**config.mk**
```make
export PLATFORM = sky130hd
export DESIGN_NAME = lpm_ctrl
export DESIGN_NICKNAME = d
export VERILOG_FILES = /design/src/rtl/lpm_pkg.sv /design/src/rtl/lpm_clkdiv.sv /design/src/rtl/lpm_fsm.sv /design/src/rtl/lpm_ctrl.sv
export SDC_FILE = /design/constraint.sdc
export NUM_CORES = 1
export LEC_CHECK = 0
export BUFFER_PORTS_ARGS = -buffer_cell sky130_fd_sc_hd__buf_2
export CAP_MARGIN = 20
export CORE_MARGIN = 4
export CORE_UTILIZATION = 40
export DETAILED_ROUTE_END_ITERATION = 16
export HOLD_SLACK_MARGIN = 0.08
export PLACE_DENSITY = 0.63
export SLEW_MARGIN = 20
export SYNTH_ARGS = -nofsm -noshare
export SYNTH_HDL_FRONTEND = slang
export SYNTH_SLANG_ARGS = --single-unit
export TNS_END_PERCENT = 50
```
**constraint.sdc**
```tcl
create_clock -name clk_in -period 1.7 [get_ports clk_in]
set_clock_uncertainty 0.2 [all_clocks]
set_input_delay 0.085 -clock clk_in [delete_from_list [all_inputs] [get_ports clk_in]]
set_output_delay 0.085 -clock clk_in [all_outputs]
set_load 0.02 [all_outputs]
```
**src/rtl/lpm_pkg.sv**
```systemverilog
package lpm_pkg;
    typedef enum logic [2:0] {
        ST_RUN  = 3'd0,
        ST_IDLE = 3'd1,
        ST_PD   = 3'd2,
        ST_STAB = 3'd3,
        ST_RWIN = 3'd4
    } lpm_state_e;
endpackage

```
**src/rtl/lpm_clkdiv.sv**
```systemverilog
module lpm_clkdiv (
    input  logic clk_in,
    input  logic rst_n,
    output logic tick
);
    logic div_d, div_q;

    always_comb begin
        div_d = ~div_q;
    end

    always_ff @(posedge clk_in or negedge rst_n) begin
        if (!rst_n) div_q <= 1'b0;
        else        div_q <= div_d;
    end

    assign tick = div_q;

    AST_TICK_ALT: assert property (@(posedge clk_in) disable iff (!rst_n)
        tick |=> !tick);
endmodule

```
**src/rtl/lpm_fsm.sv**
```systemverilog
module lpm_fsm
    import lpm_pkg::*;
#(
    parameter int STAB_CYCLES = 1024,
    parameter int MC_TICKS    = 12,
    parameter int RST_WIN_MC  = 2
) (
    input  logic       clk_in,
    input  logic       rst_n,
    input  logic       tick,
    input  logic       req_idle,
    input  logic       req_pd,
    input  logic       irq_int,
    input  logic       irq_ext,
    input  logic       hw_reset,
    output lpm_state_e state,
    output logic       sfr_pulse
);
    localparam int SW = $clog2(STAB_CYCLES + 1);
    localparam int TW = (MC_TICKS > 1) ? $clog2(MC_TICKS) : 1;
    localparam int MW = (RST_WIN_MC > 1) ? $clog2(RST_WIN_MC) : 1;

    typedef struct packed {
        lpm_state_e    state;
        logic [SW-1:0] cnt;
        logic [TW-1:0] tk;
        logic [MW-1:0] mc;
        logic          rst_prev;
        logic          sfr;
    } fsm_regs_t;

    fsm_regs_t r_d, r_q;
    logic      rst_rise;

    always_comb begin
        r_d          = r_q;
        r_d.rst_prev = hw_reset;
        r_d.sfr      = 1'b0;
        rst_rise     = hw_reset & ~r_q.rst_prev;
        case (r_q.state)
            ST_RUN: begin
                if (rst_rise)      r_d.sfr   = 1'b1;
                else if (req_pd)   r_d.state = ST_PD;
                else if (req_idle) r_d.state = ST_IDLE;
            end
            ST_IDLE: begin
                if (rst_rise) begin
                    r_d.state = ST_RWIN;
                    r_d.tk    = '0;
                    r_d.mc    = '0;
                end else if (irq_int || irq_ext) begin
                    r_d.state = ST_RUN;
                end
            end
            ST_PD: begin
                if (rst_rise) begin
                    r_d.state = ST_RUN;
                    r_d.sfr   = 1'b1;
                end else if (irq_ext) begin
                    r_d.state = ST_STAB;
                    r_d.cnt   = SW'(STAB_CYCLES - 1);
                end
            end
            ST_STAB: begin
                if (r_q.cnt == '0) r_d.state = ST_RUN;
                else               r_d.cnt   = r_q.cnt - 1'b1;
            end
            ST_RWIN: begin
                if (tick) begin
                    if (r_q.tk == TW'(MC_TICKS - 1)) begin
                        r_d.tk = '0;
                        if (r_q.mc == MW'(RST_WIN_MC - 1)) begin
                            r_d.state = ST_RUN;
                            r_d.sfr   = 1'b1;
                        end else begin
                            r_d.mc = r_q.mc + 1'b1;
                        end
                    end else begin
                        r_d.tk = r_q.tk + 1'b1;
                    end
                end
            end
            default: r_d.state = ST_RUN;
        endcase
    end

    always_ff @(posedge clk_in or negedge rst_n) begin
        if (!rst_n) begin
            r_q.state    <= ST_RUN;
            r_q.cnt      <= '0;
            r_q.tk       <= '0;
            r_q.mc       <= '0;
            r_q.rst_prev <= 1'b0;
            r_q.sfr      <= 1'b0;
        end else begin
            r_q <= r_d;
        end
    end

    assign state     = r_q.state;
    assign sfr_pulse = r_q.sfr;

    AST_PD_INT_IGNORED: assert property (@(posedge clk_in) disable iff (!rst_n)
        (r_q.state == ST_PD && !irq_ext && !rst_rise) |=> r_q.state == ST_PD);
    AST_STAB_HOLD: assert property (@(posedge clk_in) disable iff (!rst_n)
        (r_q.state == ST_STAB && r_q.cnt != '0) |=> r_q.state == ST_STAB);
    AST_SFR_SINGLE: assert property (@(posedge clk_in) disable iff (!rst_n)
        r_q.sfr |=> !r_q.sfr);
    AST_RWIN_FROM_IDLE: assert property (@(posedge clk_in) disable iff (!rst_n)
        $rose(r_q.state == ST_RWIN) |-> $past(r_q.state) == ST_IDLE);
    AST_PD_PRIORITY: assert property (@(posedge clk_in) disable iff (!rst_n)
        (r_q.state == ST_RUN && req_pd && !rst_rise) |=> r_q.state == ST_PD);
endmodule

```
**src/rtl/lpm_ctrl.sv**
```systemverilog
module lpm_ctrl
    import lpm_pkg::*;
#(
    parameter int STAB_CYCLES = 1024,
    parameter int MC_TICKS    = 12,
    parameter int RST_WIN_MC  = 2
) (
    input  logic       clk_in,
    input  logic       rst_n,
    input  logic       req_idle,
    input  logic       req_pd,
    input  logic       irq_int,
    input  logic       irq_ext,
    input  logic       hw_reset,
    input  logic       core_ale,
    input  logic       core_psen,
    output logic       cpu_clk_en,
    output logic       periph_clk_en,
    output logic       osc_en,
    output logic       ram_wr_inhibit,
    output logic       sfr_reset,
    output logic       pin_ale,
    output logic       pin_psen,
    output logic [1:0] mode_bits
);
    logic       tick;
    lpm_state_e state;

    lpm_clkdiv u_div (
        .clk_in (clk_in),
        .rst_n  (rst_n),
        .tick   (tick)
    );

    lpm_fsm #(
        .STAB_CYCLES (STAB_CYCLES),
        .MC_TICKS    (MC_TICKS),
        .RST_WIN_MC  (RST_WIN_MC)
    ) u_fsm (
        .clk_in    (clk_in),
        .rst_n     (rst_n),
        .tick      (tick),
        .req_idle  (req_idle),
        .req_pd    (req_pd),
        .irq_int   (irq_int),
        .irq_ext   (irq_ext),
        .hw_reset  (hw_reset),
        .state     (state),
        .sfr_pulse (sfr_reset)
    );

    always_comb begin
        cpu_clk_en     = tick && (state == ST_RUN || state == ST_RWIN);
        periph_clk_en  = tick && (state == ST_RUN || state == ST_IDLE || state == ST_RWIN);
        osc_en         = (state != ST_PD);
        ram_wr_inhibit = (state == ST_RWIN);
        mode_bits      = {state == ST_PD, state == ST_IDLE};
        case (state)
            ST_IDLE:       begin pin_ale = 1'b1;     pin_psen = 1'b1;      end
            ST_PD, ST_STAB: begin pin_ale = 1'b0;    pin_psen = 1'b0;      end
            default:       begin pin_ale = core_ale; pin_psen = core_psen; end
        endcase
    end

    AST_IDLE_CPU_OFF: assert property (@(posedge clk_in) disable iff (!rst_n)
        (mode_bits == 2'b01) |-> !cpu_clk_en);
    AST_PD_CLOCKS_OFF: assert property (@(posedge clk_in) disable iff (!rst_n)
        (mode_bits == 2'b10) |-> (!osc_en && !periph_clk_en));
endmodule

```
==> results by group <==
Run status
  • Outcome: complete, but fails checks
  • Failing checks: setup timing

GRT
  • Vias in the first global route: 1301
  • First-pass GRT wire length: 6020 um
  • Grt total ovfl: 0
  • Initial antenna violation count: 0
  • Total GRT Usage: 0.178
  • Largest net degree at the start of global routing: 15

Setup path
  • Crit-path cells: or3_4 -> nor4_4 -> a21boi_1 -> a311o_1
  • CP max stage delay: 0.41 ns
  • Critical path class: flip-flop to flip-flop
  • Worst r2r src: u_fsm.r_q[8]
  • Startpoint Class: flip-flop
  • Slowest-stage cell, CP: dfrtp_1
  • Critical path data required time: 1.70 ns
  • Arrival @ worst endpoint: 1.81 ns
  • Crit Path Max Fanout: 5
  • Worst Setup SP: u_fsm.r_q[8]
  • Worst setup EP type: flip-flop

Die
  • Die W: 65.8 um
  • Die area: 4330 um2
  • Core Region: 3130 um2
  • Die Ht: 65.8 um
  • Initial Utilization: 0.427
  • Rows: 20
  • # IOs: 18

STA
  • Rel. slew slack: 0.535
  • Fin. max-slew vios: 0
  • Post-route clock period utilization: 1.06
  • RSZ-0062 raised after global routing: yes
  • Final setup margin: -0.107 ns
  • Worst-Margin Slew: 0.695 ns
  • Setup TNS: -0.476 ns
  • Count of final hold-check violations: 0
  • Post-layout min period: 1.81 ns
  • Final setup fails: 8
  • Max Clk Rate: 0.554 GHz

Finish
  • Final instance area: 2010 um2
  • Final Util: 0.644
  • Fill cell count: 255
  • Area of the multi-input gates: 892 um2
  • Sequential Area: 552 um2
  • Nets: 216
  • N_diodes: 0
  • Share of post-route cells with drive strength above 1: 0.429
  • Syn-to-layout area delta: 50.7%

Clocking
  • CTS tree: yes
  • Clock tree buffer depth: 2
  • CTS Buf Count: 3
  • TritonCTS Sinks: 22
  • Htree depth: 1
  • Clock root cell: clkbuf_4
  • Reg clk slew, reported paths: 0.13 ns
  • Worst-skew pair later-pin latency: 0.31 ns

Placement
  • Detailed placer's ending HPWL: 2410 um
  • Port Buffers: 17
  • Area post-placement: 1650 um2
  • Gpl congestion: 0.830

Worst hold path
  • Worst hold path type: input port to flip-flop
  • Hold Startpoint: hw_reset

Yosys
  • Syn Area/Cell: 9.15 um2
  • Asr flop ratio synth: 1.00
  • Yosys top cell area share: 0.412
  • #FFs+latches synth: 22
  • Syn Std Cell Area: 1340 um2
  • Yosys warns: 0
  • Synth area leader: dfrtp_1
  • Post-synth top flop: dfrtp_1
  • Post-synth cell types: 45
  • Synth top area cells: dfrtp_1 (41%), nor2_1 (6.5%), nand3_1 (3.4%), a211oi_1 (2.8%), a21oi_1 (2.2%)
  • Post-Synthesis Cells: 146
  • Post-synth EDFFs: 0
  • Register area share after synthesis: 0.412
  • Syn Nets: 157

Detailed routing
  • DRT iter0 DRCs: 62
  • Drt via density: 5.44
  • Vias: 1344
  • TritonRoute pass-1 iters: 5
  • Drt total wl: 3650 um
  • Drt drc: 0
  • Wire per inst: 14.8 um
  • Post-DRT Antenna Nets: 0

Pwr
  • Pwr Density: 1270 nW/um2
  • Leak: 0.831 nW
  • Peak supply drop: 0.000602 V

Job
  • Max Cap Viol: 0
==> synthesized netlist by cell type, types with 4 or more instances <==
cell      count
nand2_1       6
o21ai_0       4
dfrtp_1      22
nor3_1        6
nor2_1       23
inv_1         7
nand3_1       9
a21oi_1       6
a211oi_1      5
==> flip-flops by register name (all words and copies together) (netlist names) <==
| signal | flops |
|---|---|
| u_div.tick | 1 |
| u_fsm.r_q | 17 |
| u_fsm.sfr_pulse | 1 |
| u_fsm.state | 3 |
==> critical path, delay by kind of cell, from the launching register on <==
kind             cells  cell delay (ns)
AND/OR/NAND/NOR      2             0.66
AO/OA/AOI/OAI        2             0.43
flip-flops           1             0.41
==> metal layers <==
metal,GRT usage,up-vias,part of all wire
met2,0.293,35,0.50
li1,-,653,-
met1,0.242,652,0.45
met5,0,-,0
met3,0.0272,4,0.046
met4,0.0492,0,0.0058
==> final cells by class <==
cell class	instances	share of cell area
clock buffer	3	0.0112
inverter	7	0.0149
multi-input combinational	112	0.443
sequential	22	0.274
tap	44	0.0273
timing repair buffer	59	0.229
==> through the flow <==
| step | hold slack, ns | std cells | total power, W | worst slack [ns] |
|---|---|---|---|---|
| finish | 0.102 | 247 | 0.00256 | -0.107 |
| global route | 0.128 | 247 | 0.00274 | -0.203 |
| CTS | 0.103 | 242 | 0.00235 | -0.0933 |
| detailed placement | -0.116 | 226 | 0.00190 | -0.106 |
| global placement | -0.122 | 226 | 0.00187 | -0.0650 |
| floorplan | -0.411 | 146 | 0.00145 | -0.0521 |
==> layout by cell type (no fill, tap or decap), types with 2 or more instances in the layout <==
cell,n
nand3b_1,3
nor4_1,3
a31oi_1,2
xnor2_1,3
a211oi_1,3
o211ai_1,2
nor3_1,3
or3_1,2
a22o_1,3
a21oi_1,5
nand3_1,8
a211oi_2,2
nand2b_1,2
buf_2,11
nor3_2,2
nor2_4,2
dfrtp_1,21
nor2_1,20
clkbuf_4,3
or3_4,2
nand2_1,6
inv_1,5
nor3_4,3
o21ai_1,2
o21ai_0,2
dlygate4sd3_1,8
nand4_1,2
buf_4,33
mux2i_1,2
buf_6,7
==> cells by family (layout without fill, tap and decap cells) <==
logic type,count (synthesis),in the layout,share of synthesized area
and+or+nand+nor,73,73,0.319
adders and majority gates,2,2,0.0187
xor gates and xnor gates,3,3,0.0197
DFF,22,22,0.412
buffers and inverters,12,69,0.0375
muxes,3,3,0.0234
AOI/OAI and AO/OA,31,31,0.169
==> repair_timing <==
| action | in CTS | in global routing |
|---|---|---|
| hold buffers | 8 | 0 |
| hold endpoints to repair | 25 | 0 |
| gates cloned | 0 | 0 |
| buffers inserted | 5 | 6 |
| gates resized for setup | 22 | 23 |
| setup endpoints to repair | 17 | 21 |
| pin swaps | 4 | 11 |
==> worst paths after layout <==
check                           slack [ns]  cells past startpoint       endpoint
worst max-delay path                 -0.11                      4  u_fsm.r_q[12]
worst min-delay path                  0.10                      4   u_fsm.r_q[2]
worst max register to register       -0.11                      4  u_fsm.r_q[12]
worst min register to register        0.33                      1     u_div.tick
max in group asynchronous             0.18                      3   u_fsm.r_q[9]
min in group asynchronous             0.55                      3  u_fsm.r_q[17]
==> report_power, final <==
part,switching [W],internal [W]
sequential,0.000118,0.000642
combinational,0.000790,0.000757
clock,0.000164,0.0000829
Note: power is estimated with default switching activity, not from simulation.
